<file path="config.mk">
export PLATFORM = sky130hd
export DESIGN_NAME = trig_veto_gen
export DESIGN_NICKNAME = d
export VERILOG_FILES = /design/src/rtl/trig_veto_gen.sv
export SDC_FILE = /design/constraint.sdc
export NUM_CORES = 1
export LEC_CHECK = 0
export BUFFER_PORTS_ARGS = -buffer_cell sky130_fd_sc_hd__buf_2
export CAP_MARGIN = 20
export CORE_MARGIN = 2
export CORE_UTILIZATION = 25
export CTS_CLUSTER_DIAMETER = 100
export DETAILED_ROUTE_END_ITERATION = 8
export REMOVE_ABC_BUFFERS = 1
export SYNTH_ARGS = -nofsm -noshare
export SYNTH_HDL_FRONTEND = slang
export SYNTH_SLANG_ARGS = --single-unit
</file>
<file path="constraint.sdc">
create_clock -name clk -period 3 [get_ports clk]
set_input_delay 0.45 -clock clk [delete_from_list [all_inputs] [get_ports clk]]
set_output_delay 0.45 -clock clk [all_outputs]
set_load 0.03 [all_outputs]
</file>
<file path="src/rtl/trig_veto_gen.sv">
module trig_veto_gen #(
  parameter int SET_W       = 10,
  parameter int PW_W        = 4,
  parameter int STOP_LAG    = 47,
  parameter int MIN_LAG_SET = 50
) (
  input  logic             clk,
  input  logic             rst_n,
  input  logic             trig_in,
  input  logic [SET_W-1:0] delay_set,
  input  logic [PW_W-1:0]  width_set,
  input  logic             bip_veto,
  input  logic             remote_veto,
  input  logic             test_veto_n,
  output logic             stop_pulse,
  output logic             delayed_stop,
  output logic             veto_status,
  output logic             trig_ok
);
  localparam logic [SET_W-1:0] SET_ALL1 = '1;
  localparam logic [SET_W-1:0] LAG_OFS  = SET_W'(STOP_LAG);
  localparam logic [SET_W-1:0] LAG_MIN  = SET_W'(MIN_LAG_SET);
  localparam logic [SET_W-1:0] ONE_SET  = SET_W'(1);

  logic [2:0]       trig_sync;
  logic [SET_W-1:0] busy_cnt, lag_cnt, lag_load;
  logic [PW_W-1:0]  stop_cnt, dly_cnt, width_hold;
  logic             setting_ok, edge_seen, accept, test_veto;

  assign test_veto    = ~test_veto_n;
  assign setting_ok   = (delay_set != '0) && (delay_set != SET_ALL1);
  assign edge_seen    = trig_sync[1] & ~trig_sync[2];
  assign veto_status  = (busy_cnt != '0) | bip_veto | remote_veto | test_veto;
  assign accept       = edge_seen & ~veto_status & setting_ok;
  assign lag_load     = (delay_set >= LAG_MIN) ? delay_set - LAG_OFS : '0;
  assign stop_pulse   = stop_cnt != '0;
  assign delayed_stop = dly_cnt != '0;

  always_ff @(posedge clk or negedge rst_n) begin
    if (!rst_n) begin
      trig_sync  <= '0;
      trig_ok    <= 1'b0;
      busy_cnt   <= '0;
      lag_cnt    <= '0;
      stop_cnt   <= '0;
      dly_cnt    <= '0;
      width_hold <= '0;
    end else begin
      trig_sync <= {trig_sync[1:0], trig_in};
      trig_ok   <= accept;

      if (accept)               busy_cnt <= delay_set;
      else if (busy_cnt != '0)  busy_cnt <= busy_cnt - 1'b1;

      if (accept) width_hold <= width_set;

      if (test_veto)            stop_cnt <= '0;
      else if (accept)          stop_cnt <= width_set;
      else if (stop_cnt != '0)  stop_cnt <= stop_cnt - 1'b1;

      if (test_veto)            lag_cnt <= '0;
      else if (accept)          lag_cnt <= lag_load;
      else if (lag_cnt != '0)   lag_cnt <= lag_cnt - 1'b1;

      if (test_veto)            dly_cnt <= '0;
      else if (lag_cnt == ONE_SET) dly_cnt <= width_hold;
      else if (dly_cnt != '0)   dly_cnt <= dly_cnt - 1'b1;
    end
  end

  assert_okone_R2: assert property (@(posedge clk) disable iff (!rst_n)
    trig_ok |=> !trig_ok);

  assert_stopok_R3: assert property (@(posedge clk) disable iff (!rst_n)
    $rose(stop_pulse) |-> trig_ok);

  assert_busy_R4: assert property (@(posedge clk) disable iff (!rst_n)
    trig_ok |-> veto_status);

  assert_invalid_R7: assert property (@(posedge clk) disable iff (!rst_n)
    trig_ok |-> $past(delay_set != '0 && delay_set != SET_ALL1));

  assert_idle_R8: assert property (@(posedge clk) disable iff (!rst_n)
    trig_ok |-> $past(!bip_veto && !remote_veto && test_veto_n));

  assert_testblk_R10: assert property (@(posedge clk) disable iff (!rst_n)
    !test_veto_n |=> (!stop_pulse && !delayed_stop));
endmodule

</file>
==> results of run 1 <==
## routing by layer
metal	GRT usage, %	up-vias	share of wire (%)
met5	0	-	0
met4	3.53	0	1.2
met3	2.88	5	4.4
met2	16.6	40	47
met1	14.9	857	48
li1	-	876	-
## power breakdown
| group | internal (uW) | total (uW) | leakage, uW | switching, uW |
|---|---|---|---|---|
| combinational | 224 | 536 | 0.000590 | 312 |
| sequential | 550 | 604 | 0.000455 | 54.2 |
| clock | 416 | 607 | 0.0000784 | 191 |
| total | 1190 | 1750 | 0.00112 | 557 |
## timing repair
| item | in CTS | in global routing |
|---|---|---|
| buffers inserted | 0 | 2 |
| setup endpoints to repair | 0 | 1 |
| gates resized for setup | 0 | 3 |
## cells by family (layout without fill, tap and decap cells)
group / after synthesis / after routing
mux: 11 / 11
fa+ha+maj: 10 / 10
buf+inv: 20 / 53
compound gates: 36 / 36
simple gates: 94 / 94
flops: 36 / 36
xor+xnor: 23 / 23
## cell usage after synthesis (all sizes together), types with 4 or more instances
library cell,instances,area [sq um]
o21ai,12,60.1
ha,10,125
dfrtp,36,901
o22ai,4,25.0
inv,15,56.3
xor2,8,70.1
nor2,20,75.1
or4,7,61.3
nand4,5,31.3
nor3,13,70.1
nand3,7,35.0
or3,5,36.3
mux2,5,56.3
nand2,20,75.1
mux2i,6,60.1
a21oi,8,40.0
xnor2,15,131
## registers in the layout (all words and copies together), names as in the netlist
register	flops
stop_cnt	4
trig_ok	1
dly_cnt	4
width_hold	4
busy_cnt	10
trig_sync	3
lag_cnt	10
## worst paths after layout
check	startpoint	endpoint	slack (ns)	cells after the start
max in group asynchronous	rst_n	busy_cnt[3]$_DFFE_PN0P_	2.23	1
worst max-delay path	busy_cnt[1]$_DFFE_PN0P_	veto_status	0.19	6
worst max register to register	busy_cnt[1]$_DFFE_PN0P_	lag_cnt[1]$_DFFE_PN0P_	0.36	8
worst min-delay path	rst_n	stop_cnt[3]$_DFFE_PN0P_	0.25	1
worst min register to register	trig_sync[0]$_DFF_PN0_	trig_sync[1]$_DFF_PN0_	0.36	0
min in group clk	trig_in	trig_sync[0]$_DFF_PN0_	0.26	1
## per-stage QoR
step	utilization [%]	hold WS, ns	cells	power (uW)
finish	30.7	0.248	371	1750
global route	30.7	0.253	371	1860
CTS	30.5	0.256	369	1760
detailed placement	28.6	0.352	361	1150
global placement	28.6	0.336	361	1140
floorplan	-	0.154	226	1010
## final cells by class
class	count	area, sq um	share of cell area, %
inverter	16	60.1	2.28
clock inverter	3	90.1	3.41
clock buffer	5	68.8	2.61
timing repair buffer	29	175	6.64
multi-input combinational	174	1210	45.8
sequential	36	901	34.1
tap	108	135	5.12
==> impl_metrics.tcl, run 1 <==
set metrics [dict create \
    clock_path_buffers 2 \
    fin_nets 292 \
    crit_buf_inv 2 \
    avgRoutedWirePerCell_um 13.6 \
    drive_gt1_share_pct 20.5 \
    critPathRequiredTime_ns 2.55 \
    diodes 0 \
    fmax_mhz 355 \
    grt_pass1_vias 1678 \
    drt_iter0_drc 80 \
    cts_root_buf "clkbuf_8" \
    pre_cts_ws_ns 0.335 \
    syn_inst 230 \
    num_vias 1778 \
    nFillCells 912 \
    seq_area_frac_synth_pct 41.2 \
    ys_warn_count 0 \
    setup_violations 0 \
    wirelength_mm 5.03 \
    holdBufCountCts 0 \
    gp_congestion 0.844 \
    synth.distinct_cells 46 \
    grt_pass1_wl_mm 8.38 \
    final_cell_mix "36 x dfrtp_1, 22 x buf_2, 20 x nor2_1, 20 x nand2_1" \
    die_x_um 97.6 \
    place_area_sq_um 2460 \
    maxCapViolations 0 \
    vias_per_cell 4.79 \
    synth_adder_area_share_pct 5.72 \
    fin_crit_ns 2.81 \
    p_per_area_nw_per_um2 662 \
    cts_sinks 36 \
    hold_viol 0 \
    ys_ff_latch 36 \
    post-dp-hpwl_mm 3.67 \
    final_common_cell "dfrtp_1" \
    start_kind "flip-flop" \
    clock_latency_ns 0.29 \
    synth_mux_area_share_pct 5.32 \
    cp_top_family "simple AND/OR/NAND/NOR gates" \
    peakVddDrop_v 0.000330 \
    synth_flop_cell "dfrtp_1" \
    status "completed" \
    cts_buffers 5 \
    synth_top_family_by_area "simple AND/OR/NAND/NOR gates" \
    skew_ns 0.00428 \
    synth_edf_count 0 \
    grt-ovfl-total 0 \
    io_pins 24 \
    grt_usage_pct 10.9 \
    syn_area_sq_um 2190 \
    setup_ws_ns 0.186 \
    start_util_pct 25.5 \
    drt_pass1_iterations 4 \
    die_height_um 97.6 \
    synth_compound_area_share_pct 10.2 \
    cpMaxStageDelayCell "or4b_4" \
    cp_data_arrival_time_ns 2.36 \
    cts_tree "yes" \
    tns_ns 0 \
    ant_nets 0 \
    rsz0062_at_grt "no" \
    cp-end-kind "output port" \
    antenna_found_initial 0 \
    leakagePower_uw 0.00112 \
    cp_max_fo 3 \
    clkTransAtPathRegs_ns 0.08 \
    worst_slew_pin_slew_ns 0.827 \
    cts_htree_levels 2 \
    coreArea_sq_um 8590 \
    timing.hold.worst.class "in -> async" \
    synth_simple_gate_area_share_pct 24.6 \
    rows 34 \
    synthToLayoutAreaGrowth_pct 20.6 \
    drc_errors 0 \
    max_stage_delay_ns 0.46 \
    die_area_sq_um 9520 \
    final_cell_area_sq_um 2640 \
    synthXorXnorAreaFrac_pct 9.21 \
    synth-async-reset-ratio_pct 100 \
    avgSynthCellArea_sq_um 9.51 \
    maxSlewHeadroom_pct 44.9 \
    fin_crit_sh_pct 93.8 \
    setup.worst_path.class "reg -> out" \
    report.final.slew_viol_count 0 \
    crit_chain "inv_1, ha_1, or4b_4, or3_4, or4_1, buf_4" \
    grt_max_degree 37 \
    port_buffers 23 \
]
(Power assumes the default switching activity.)
==> run 2: changes to the inputs <==
--- a/config.mk
+++ b/config.mk
@@ -8,9 +8,10 @@
 export BUFFER_PORTS_ARGS = -buffer_cell sky130_fd_sc_hd__buf_2
 export CAP_MARGIN = 20
 export CORE_MARGIN = 2
-export CORE_UTILIZATION = 25
+export CORE_UTILIZATION = 50
 export CTS_CLUSTER_DIAMETER = 100
 export DETAILED_ROUTE_END_ITERATION = 8
+export PLACE_DENSITY = 0.7
 export REMOVE_ABC_BUFFERS = 1
 export SYNTH_ARGS = -nofsm -noshare
 export SYNTH_HDL_FRONTEND = slang
==> impl_metrics.tcl, run 2 (synthesis results as in run 1) <==
set metrics [dict create \
    port_buffers 23 \
    worst_slew_pin_slew_ns 1.06 \
    drt_pass1_iterations 4 \
    setup.worst_path.class "reg -> out" \
    start_kind "flip-flop" \
    grt_pass1_wl_mm 7.62 \
    report.final.slew_viol_count 0 \
    fin_crit_sh_pct 94.3 \
    grt_usage_pct 19.8 \
    avgRoutedWirePerCell_um 14.4 \
    cts_buffers 5 \
    cp_data_arrival_time_ns 2.38 \
    drc_errors 0 \
    synthToLayoutAreaGrowth_pct 12.8 \
    cp-end-kind "output port" \
    leakagePower_uw 0.00107 \
    grt_pass1_vias 1586 \
    drive_gt1_share_pct 20.0 \
    nFillCells 391 \
    hold_viol 0 \
    maxCapViolations 0 \
    clock_latency_ns 0.29 \
    diodes 0 \
    r2r_setup_slack_ns 0.19 \
    setup_ws_ns 0.171 \
    tns_ns 0 \
    status "completed" \
    cts_sinks 36 \
    clock_path_buffers 2 \
    r2r_cells 4 \
    start_util_pct 51.0 \
    antenna_found_initial 0 \
    timing.hold.worst.class "in -> async" \
    top_regs "busy_cnt x10, lag_cnt x10" \
    cts_root_buf "clkbuf_8" \
    final_common_cell "dfrtp_1" \
    cts_tree "yes" \
    cp_max_fo 4 \
    grt_use_met1_pct 28.6 \
    setup_violations 0 \
    grt.met3_usage_pct 4.76 \
    r2r-end "width_hold[0]$_DFFE_PN0P_" \
    pre_cts_ws_ns 0.173 \
    top_usage_layer "met2" \
    cts_htree_levels 2 \
    wirelength_mm 4.51 \
    fmax_mhz 354 \
    post-dp-hpwl_mm 3.27 \
    fin_nets 289 \
    clkTransAtPathRegs_ns 0.08 \
    vias_per_cell 5.61 \
    fin_crit_ns 2.83 \
    grt_max_degree 37 \
    critPathRequiredTime_ns 2.55 \
    ant_nets 0 \
    rows 24 \
    use_met2_pct 29.5 \
    rsz0062_at_grt "no" \
    r2r-start "busy_cnt[6]$_DFFE_PN0P_" \
    gp_congestion 0.807 \
    die_height_um 70.2 \
    io_pins 24 \
    num_vias 1749 \
    peakVddDrop_v 0.000274 \
    skew_ns 0.00914 \
    die_x_um 70.2 \
    maxSlewHeadroom_pct 29.0 \
    final_cell_mix "36 x dfrtp_1, 22 x buf_2, 20 x nor2_1, 20 x nand2_1, 15 x xnor2_1" \
    die_area_sq_um 4920 \
    coreArea_sq_um 4290 \
    p_per_area_nw_per_um2 605 \
    drt_iter0_drc 134 \
    whs_ns 0.245 \
    grt-ovfl-total 0 \
]
run 2: cell type report:
cell class | count | area, sq um | area share, %
tap | 52 | 65.1 | 2.64
clock buffer | 7 | 86.3 | 3.50
multi-input combinational | 174 | 1210 | 49.0
clock inverter | 1 | 7.51 | 0.304
inverter | 16 | 60.1 | 2.43
timing repair buffer | 26 | 140 | 5.68
sequential | 36 | 901 | 36.5
run 2: report_power, final:
| group | switching [uW] | leakage, uW | internal, uW | total [uW] |
|---|---|---|---|---|
| Combinational | 314 | 0.000568 | 225 | 539 |
| Clock | 168 | 0.0000445 | 186 | 354 |
| Sequential | 50.4 | 0.000455 | 551 | 601 |
| Total | 532 | 0.00107 | 962 | 1490 |
run 2: worst max-delay path, stage by stage (launching register included):
cell	delay [ns]
dfrtp_1	0.40
inv_2	0.08
ha_1	0.16
or4b_4	0.46
or3_4	0.41
or4_1	0.40
buf_4	0.18
run 2: what timing repair did:
| item | in CTS | in global routing |
|---|---|---|
| hold buffers | 0 | 0 |
| setup buffers | 0 | 2 |
| hold endpoints to repair | 0 | 0 |
| resized for setup | 0 | 5 |
| endpoints found under the setup margin | 0 | 1 |
run 2: worst max path at each step:
stage | start | to | slack, ns
after global routing | busy_cnt[1]$_DFFE_PN0P_ | width_hold[0]$_DFFE_PN0P_ | 0.07
after global placement | test_veto_n | width_hold[2]$_DFFE_PN0P_ | 0.20
after floorplan | busy_cnt[6]$_DFFE_PN0P_ | width_hold[0]$_DFFE_PN0P_ | 0.42
after detailed placement | test_veto_n | width_hold[2]$_DFFE_PN0P_ | 0.17
final | busy_cnt[1]$_DFFE_PN0P_ | veto_status | 0.17
after CTS | busy_cnt[1]$_DFFE_PN0P_ | veto_status | 0.03
run 2: through the flow:
step | instances | utilization (%) | instance area, sq um | total power (uW)
after floorplan | 226 | - | 2170 | 1010
after global placement | 302 | 54.8 | 2350 | 1140
after detailed placement | 302 | 54.8 | 2350 | 1140
after CTS | 310 | 57.0 | 2450 | 1510
after global routing | 312 | 57.5 | 2470 | 1610
final | 312 | 57.5 | 2470 | 1490
run 2: layer usage:
layer / vias up / routed length, um / part of all wire [%]
met5: - / 0 / 0
li1: 881 / - / -
met3: 4 / 156 / 3.5
met1: 839 / 2250 / 50
met4: 0 / 44 / 0.98
met2: 25 / 2050 / 46
